--- config.mk ---
export PLATFORM = sky130hd
export DESIGN_NAME = spi_status_ctrl
export DESIGN_NICKNAME = d
export VERILOG_FILES = /design/src/rtl/spi_sr_pkg.sv /design/src/rtl/spi_pin_sync.sv /design/src/rtl/spi_cmd_decoder.sv /design/src/rtl/spi_status_regs.sv /design/src/rtl/spi_status_ctrl.sv
export SDC_FILE = /design/constraint.sdc
export NUM_CORES = 1
export LEC_CHECK = 0
export ABC_AREA = 1
export BUFFER_PORTS_ARGS = -buffer_cell sky130_fd_sc_hd__buf_2
export CELL_PAD_IN_SITES_DETAIL_PLACEMENT = 0
export CELL_PAD_IN_SITES_GLOBAL_PLACEMENT = 1
export CORE_MARGIN = 2
export CORE_UTILIZATION = 35
export DETAILED_ROUTE_END_ITERATION = 8
export GPL_TIMING_DRIVEN = 1
export PLACE_DENSITY_LB_ADDON = 0.2
export SLEW_MARGIN = 20
export SYNTH_ARGS = -nofsm -noshare
export SYNTH_HDL_FRONTEND = slang
export SYNTH_SLANG_ARGS = --single-unit
--- constraint.sdc ---
create_clock -name clk -period 2 [get_ports clk]
set_input_delay 0.2 -clock clk [delete_from_list [all_inputs] [get_ports clk]]
set_output_delay 0.2 -clock clk [all_outputs]
set_load 0.05 [all_outputs]
--- src/rtl/spi_sr_pkg.sv ---
package spi_sr_pkg;

    localparam logic [7:0] OP_WREN = 8'h06;
    localparam logic [7:0] OP_RDSR = 8'h05;
    localparam logic [7:0] OP_WRSR = 8'h01;

    typedef enum logic [2:0] {
        ST_OPCODE,
        ST_WREN_END,
        ST_READ,
        ST_WDATA,
        ST_WDATA_END,
        ST_DROP
    } cmd_state_e;

    typedef struct packed {
        logic srwd;
        logic bp1;
        logic bp0;
        logic wel;
        logic wip;
    } sr_fields_t;

    typedef struct packed {
        logic       set_wel;
        logic       start_write;
        logic [2:0] new_bits;   // {srwd, bp1, bp0}
    } cmd_req_t;

    function automatic logic [7:0] pack_status(input sr_fields_t s);
        return {s.srwd, 3'b000, s.bp1, s.bp0, s.wel, s.wip};
    endfunction

endpackage

--- src/rtl/spi_pin_sync.sv ---
module spi_pin_sync #(
    parameter int STAGES = 2
) (
    input  logic clk,
    input  logic rst,
    input  logic cs_n,
    input  logic sclk,
    input  logic mosi,
    input  logic wp_n,
    output logic cs_n_s,
    output logic cs_rise,
    output logic sclk_rise,
    output logic sclk_fall,
    output logic mosi_s,
    output logic wp_n_s
);
    localparam int         NPINS   = 4;
    localparam logic [3:0] RST_VAL = 4'b1001; // {wp_n, mosi, sclk, cs_n}

    logic [NPINS-1:0] raw;
    logic [NPINS-1:0] synced;
    logic             sclk_prev;
    logic             cs_prev;

    assign raw = {wp_n, mosi, sclk, cs_n};

    for (genvar g = 0; g < NPINS; g++) begin : g_pin
        logic [STAGES-1:0] chain;
        always_ff @(posedge clk) begin
            if (rst) chain <= {STAGES{RST_VAL[g]}};
            else     chain <= {chain[STAGES-2:0], raw[g]};
        end
        assign synced[g] = chain[STAGES-1];
    end

    always_ff @(posedge clk) begin
        if (rst) begin
            sclk_prev <= 1'b0;
            cs_prev   <= 1'b1;
        end else begin
            sclk_prev <= synced[1];
            cs_prev   <= synced[0];
        end
    end

    assign cs_n_s    = synced[0];
    assign cs_rise   = synced[0] & ~cs_prev;
    assign sclk_rise = synced[1] & ~sclk_prev;
    assign sclk_fall = ~synced[1] & sclk_prev;
    assign mosi_s    = synced[2];
    assign wp_n_s    = synced[3];
endmodule

--- src/rtl/spi_cmd_decoder.sv ---
module spi_cmd_decoder
    import spi_sr_pkg::*;
(
    input  logic       clk,
    input  logic       rst,
    input  logic       cs_n_s,
    input  logic       cs_rise,
    input  logic       sclk_rise,
    input  logic       sclk_fall,
    input  logic       mosi_s,
    input  logic [7:0] status,
    input  logic       busy,
    input  logic       write_allowed,
    output cmd_req_t   req,
    output logic       miso,
    output logic       miso_oe
);
    cmd_state_e state;
    logic [7:0] shreg;
    logic [2:0] bitcnt;
    logic [7:0] tx;
    logic [2:0] txcnt;
    logic [7:0] next_byte;

    assign next_byte = {shreg[6:0], mosi_s};

    always_ff @(posedge clk) begin
        if (rst) begin
            state  <= ST_OPCODE;
            shreg  <= '0;
            bitcnt <= '0;
            tx     <= '0;
            txcnt  <= '0;
            miso   <= 1'b0;
            req    <= '0;
        end else begin
            req <= '0;
            if (cs_n_s) begin
                if (cs_rise) begin
                    if (state == ST_WREN_END) req.set_wel <= 1'b1;
                    if (state == ST_WDATA_END) begin
                        req.start_write <= 1'b1;
                        req.new_bits    <= {shreg[7], shreg[3], shreg[2]};
                    end
                end
                state  <= ST_OPCODE;
                bitcnt <= '0;
                txcnt  <= '0;
            end else begin
                if (sclk_rise) begin
                    unique case (state)
                        ST_OPCODE: begin
                            shreg  <= next_byte;
                            bitcnt <= bitcnt + 3'd1;
                            if (bitcnt == 3'd7) begin
                                if (next_byte == OP_WREN)
                                    state <= busy ? ST_DROP : ST_WREN_END;
                                else if (next_byte == OP_RDSR)
                                    state <= ST_READ;
                                else if (next_byte == OP_WRSR)
                                    state <= (!busy && write_allowed) ? ST_WDATA : ST_DROP;
                                else
                                    state <= ST_DROP;
                            end
                        end
                        ST_WDATA: begin
                            shreg  <= next_byte;
                            bitcnt <= bitcnt + 3'd1;
                            if (bitcnt == 3'd7) state <= ST_WDATA_END;
                        end
                        ST_WREN_END, ST_WDATA_END: state <= ST_DROP;
                        ST_READ, ST_DROP: ;
                        default: state <= ST_DROP;
                    endcase
                end
                if (sclk_fall && state == ST_READ) begin
                    if (txcnt == 3'd0) begin
                        miso <= status[7];
                        tx   <= {status[6:0], 1'b0};
                    end else begin
                        miso <= tx[7];
                        tx   <= {tx[6:0], 1'b0};
                    end
                    txcnt <= txcnt + 3'd1;
                end
            end
        end
    end

    assign miso_oe = (state == ST_READ) && !cs_n_s;
endmodule

--- src/rtl/spi_status_regs.sv ---
module spi_status_regs
    import spi_sr_pkg::*;
#(
    parameter int WRITE_CYCLES = 625000
) (
    input  logic       clk,
    input  logic       rst,
    input  cmd_req_t   req,
    input  logic       wp_n_s,
    output logic [7:0] status,
    output logic       busy,
    output logic       write_allowed
);
    localparam int CW = $clog2(WRITE_CYCLES + 1);

    sr_fields_t     sr;
    logic [2:0]     pending;
    logic [CW-1:0]  remain;

    always_ff @(posedge clk) begin
        if (rst) begin
            sr      <= '0;
            pending <= '0;
            remain  <= '0;
        end else if (sr.wip) begin
            if (remain == '0) begin
                sr.wip  <= 1'b0;
                sr.wel  <= 1'b0;
                sr.srwd <= pending[2];
                sr.bp1  <= pending[1];
                sr.bp0  <= pending[0];
            end else begin
                remain <= remain - CW'(1);
            end
        end else if (req.start_write) begin
            sr.wip  <= 1'b1;
            pending <= req.new_bits;
            remain  <= CW'(WRITE_CYCLES - 1);
        end else if (req.set_wel) begin
            sr.wel <= 1'b1;
        end
    end

    assign status        = pack_status(sr);
    assign busy          = sr.wip;
    assign write_allowed = sr.wel && !(sr.srwd && !wp_n_s);
endmodule

--- src/rtl/spi_status_ctrl.sv ---
module spi_status_ctrl
    import spi_sr_pkg::*;
#(
    parameter int WRITE_CYCLES = 625000,
    parameter int SYNC_STAGES  = 2
) (
    input  logic clk,
    input  logic rst,
    input  logic cs_n,
    input  logic sclk,
    input  logic mosi,
    input  logic wp_n,
    output logic miso,
    output logic miso_oe
);
    logic       cs_n_s;
    logic       cs_rise;
    logic       sclk_rise;
    logic       sclk_fall;
    logic       mosi_s;
    logic       wp_n_s;
    logic [7:0] status_byte;
    logic       busy;
    logic       write_allowed;
    cmd_req_t   req;

    spi_pin_sync #(.STAGES(SYNC_STAGES)) u_sync (
        .clk(clk), .rst(rst), .cs_n(cs_n), .sclk(sclk), .mosi(mosi), .wp_n(wp_n),
        .cs_n_s(cs_n_s), .cs_rise(cs_rise), .sclk_rise(sclk_rise),
        .sclk_fall(sclk_fall), .mosi_s(mosi_s), .wp_n_s(wp_n_s)
    );

    spi_cmd_decoder u_dec (
        .clk(clk), .rst(rst), .cs_n_s(cs_n_s), .cs_rise(cs_rise),
        .sclk_rise(sclk_rise), .sclk_fall(sclk_fall), .mosi_s(mosi_s),
        .status(status_byte), .busy(busy), .write_allowed(write_allowed),
        .req(req), .miso(miso), .miso_oe(miso_oe)
    );

    spi_status_regs #(.WRITE_CYCLES(WRITE_CYCLES)) u_regs (
        .clk(clk), .rst(rst), .req(req), .wp_n_s(wp_n_s),
        .status(status_byte), .busy(busy), .write_allowed(write_allowed)
    );
endmodule

==> flow_summary.ini <==
[pwr]
peakVddDrop_mv = 0.3662
p_per_area_nw_per_um2 = 801.7
power_mw = 2.830
power.leakage_nw = 1.523

[synthesis]
avgSynthCellArea_um2 = 7.160
yosys_warnings = 0
synthesis.nets = 452
yosysSeqAreaShare = 0.4321
synth_cells = 440
syn_area_um2 = 3151
synth_cell_type_count = 36
synth_seq_cells = 68

[drt]
wl_met2_um = 3093
routed.top_layer = met4
drt_iter0_drc = 92
viasPerCell = 4.774
wirelength_met1_um = 3641
wl_met3_um = 240
ant_nets = 0
wl_per_cell_um = 12.58
drtPass1Iterations = 5
drc_errors = 0
vias = 2702
routed_wirelength_um = 7119

[clocking]
htreeDepth = 3
cts_root_buffer = clkbuf_8
cts.path.max_buffers = 2
clkTransAtPathRegs_ns = 0.08
ctsHoldBuffers = 0
cts.sinks = 68
cts_tree = done
insertion_delay_ns = 0.35
numCtsBuffers = 9
cts_resized = 0
post-cts-setup-buffers = 0

[timing]
worst_pin_slew_ns = 0.7256
skew_ns = 0.01166
final.period_utilization = 0.8644
relSlewSlack = 0.5157
layout_min_cycle_time_ns = 1.729
fmax_mhz = 578.4
finalSetupTns_ns = 0
slew_viol_final = 0
finalHoldViolations = 0
setup_viol = 0
rsz0062_at_grt = no

[floorplanning]
ios = 8
die_h_um = 98.88
initial_core_util = 0.3613
rows = 34
coreArea_um2 = 8721
fp.dieW_um = 98.88
dieArea_um2 = 9776

[setup_path]
critPathCapture = u_regs.remain[5]$_SDFFE_PP0P_
r2r_cells = 9
r2r_slack_ns = 0.27
critPathLaunchType = flip-flop
path_max_fanout = 18
worst_ep_required_time_ns = 2.22
r2r-end = u_regs.remain[5]$_SDFFE_PP0P_
worstReg2RegStart = u_regs.remain[0]$_SDFFE_PP0P_
critical_path.startpoint = u_regs.remain[0]$_SDFFE_PP0P_
path_class = reg2reg
critPathArrivalTime_ns = 1.95
endpoint_kind = flip-flop

[global_route]
grt_pass1_wl_um = 12340
grt_usage = 0.1579
grt_pass1_vias = 2626
grt_max_degree = 29
antenna_found_initial = 0
grt.overflow.total = 0

[placed_design]
gp_congestion = 0.8025
placed_area_um2 = 3291
io_buffers = 7
dp_hpwl_um = 4969

[layout]
n_antenna_cell = 0
drive_gt1_frac = 0.1114
fillers = 939
stdcell_area_um2 = 3530
fin_nets = 465
layout_commonest_cell = nand2_1
layout_common_cells = 83 x nand2_1, 68 x dfxtp_1, 67 x nor2_1
syn_to_final_growth_pct = 12.03

[flow_run]
drv_cap = 0

[worst_hold_path]
min_path_type = in2reg
hold_path.startpoint = cs_n

[outcome]
status = finished, final reports clean
[cell usage after synthesis, drive strengths merged]
cell type,count,area share
a31oi,4,0.0079
nand3b,1,0.0024
nand4,5,0.0099
nor3b,1,0.0024
nor2,71,0.089
dfxtp,68,0.43
a211oi,1,0.0024
inv,58,0.069
clkbuf,5,0.0060
nor4,2,0.0040
or2,5,0.0099
xor2,4,0.011
a21oi,31,0.050
ha,6,0.024
o21ai,37,0.061
xnor2,1,0.0028
nand3,40,0.069
nand2,86,0.11
buf,7,0.022
nor3,6,0.011
nor2b,1,0.0020
[how the worst min path moves through the flow]
stage	endpoint	slack (ns)	depth (start not counted)
2_1_floorplan	u_sync.g_pin[0].chain[0]$_SDFF_PP1_	0.30	1
3_3_place_gp	u_sync.g_pin[3].chain[0]$_SDFF_PP1_	0.38	2
3_5_place_dp	u_sync.g_pin[0].chain[0]$_SDFF_PP1_	0.39	2
4_1_cts	u_sync.g_pin[0].chain[0]$_SDFF_PP1_	0.01	2
5_1_grt	u_sync.g_pin[0].chain[0]$_SDFF_PP1_	0.02	2
6_report	u_sync.g_pin[0].chain[0]$_SDFF_PP1_	0.03	2
[flip-flops by register name, indices dropped and copies added, names as in the netlist]
name,count
u_sync.sclk_prev,1
u_regs.busy,1
u_sync.cs_prev,1
u_regs.status,4
u_regs.remain,20
u_sync.g_pin.chain,8
u_dec.state,3
u_dec.bitcnt,3
u_regs.pending,3
u_dec.miso,1
u_dec.req,5
u_dec.txcnt,3
u_dec.shreg,8
u_dec.tx,7
[critical path, stage by stage, from the launching register on]
cell and delay (ns):
dfxtp_1 0.30, inv_1 0.17, ha_1 0.20, nand2_1 0.05, nor2_1 0.22, nand3_4 0.14
nand2_8 0.15, nand2_4 0.16, o21ai_0 0.12, a21oi_1 0.08
[where the power goes]
part	internal (mW)	switching (mW)	total [mW]
Clock	0.832	0.570	1.40
Combinational	0.0211	0.0383	0.0594
Sequential	1.36	0.00517	1.37
[per-stage QoR]
step                      hold slack (ns)    util  cells  setup WS (ns)
after floorplan                    0.3038       -    440         0.4349
final                             0.02780  0.4047    566         0.2712
after CTS                         0.01103  0.4047    566         0.2583
after global routing              0.02059  0.4047    566        0.06977
after detailed placement           0.3880  0.3773    550         0.2827
after global placement             0.3837  0.3773    550         0.2794
[cells by family (layout without fill, tap and decap cells)]
family                     after synthesis  count (layout)  synth area share
and+or+nand+nor                        218             218            0.3110
AOI/OAI and AO/OA                       73              73            0.1219
DFF                                     68              68            0.4321
buffers and inverters                   70              88           0.09730
xor gates and xnor gates                 5               5           0.01390
adders and majority gates                6               6           0.02383
[layer usage]
metal / vias to the layer above / global-route usage
met5: - / 0
li1: 1435 / -
met3: 12 / 0.02837
met1: 1225 / 0.2122
met4: 0 / 0.06955
met2: 30 / 0.2484
[area by class of cell]
class                      instances  area, um2  share of cell area
clock buffer                      10      127.6             0.03616
inverter                          58      217.7             0.06168
multi-input combinational        302       1489              0.4218
sequential                        68       1361              0.3857
tap                              108      135.1             0.03828
clock inverter                     6      111.4             0.03155
timing repair buffer              14      87.58             0.02481
(Power assumes the default switching activity.)
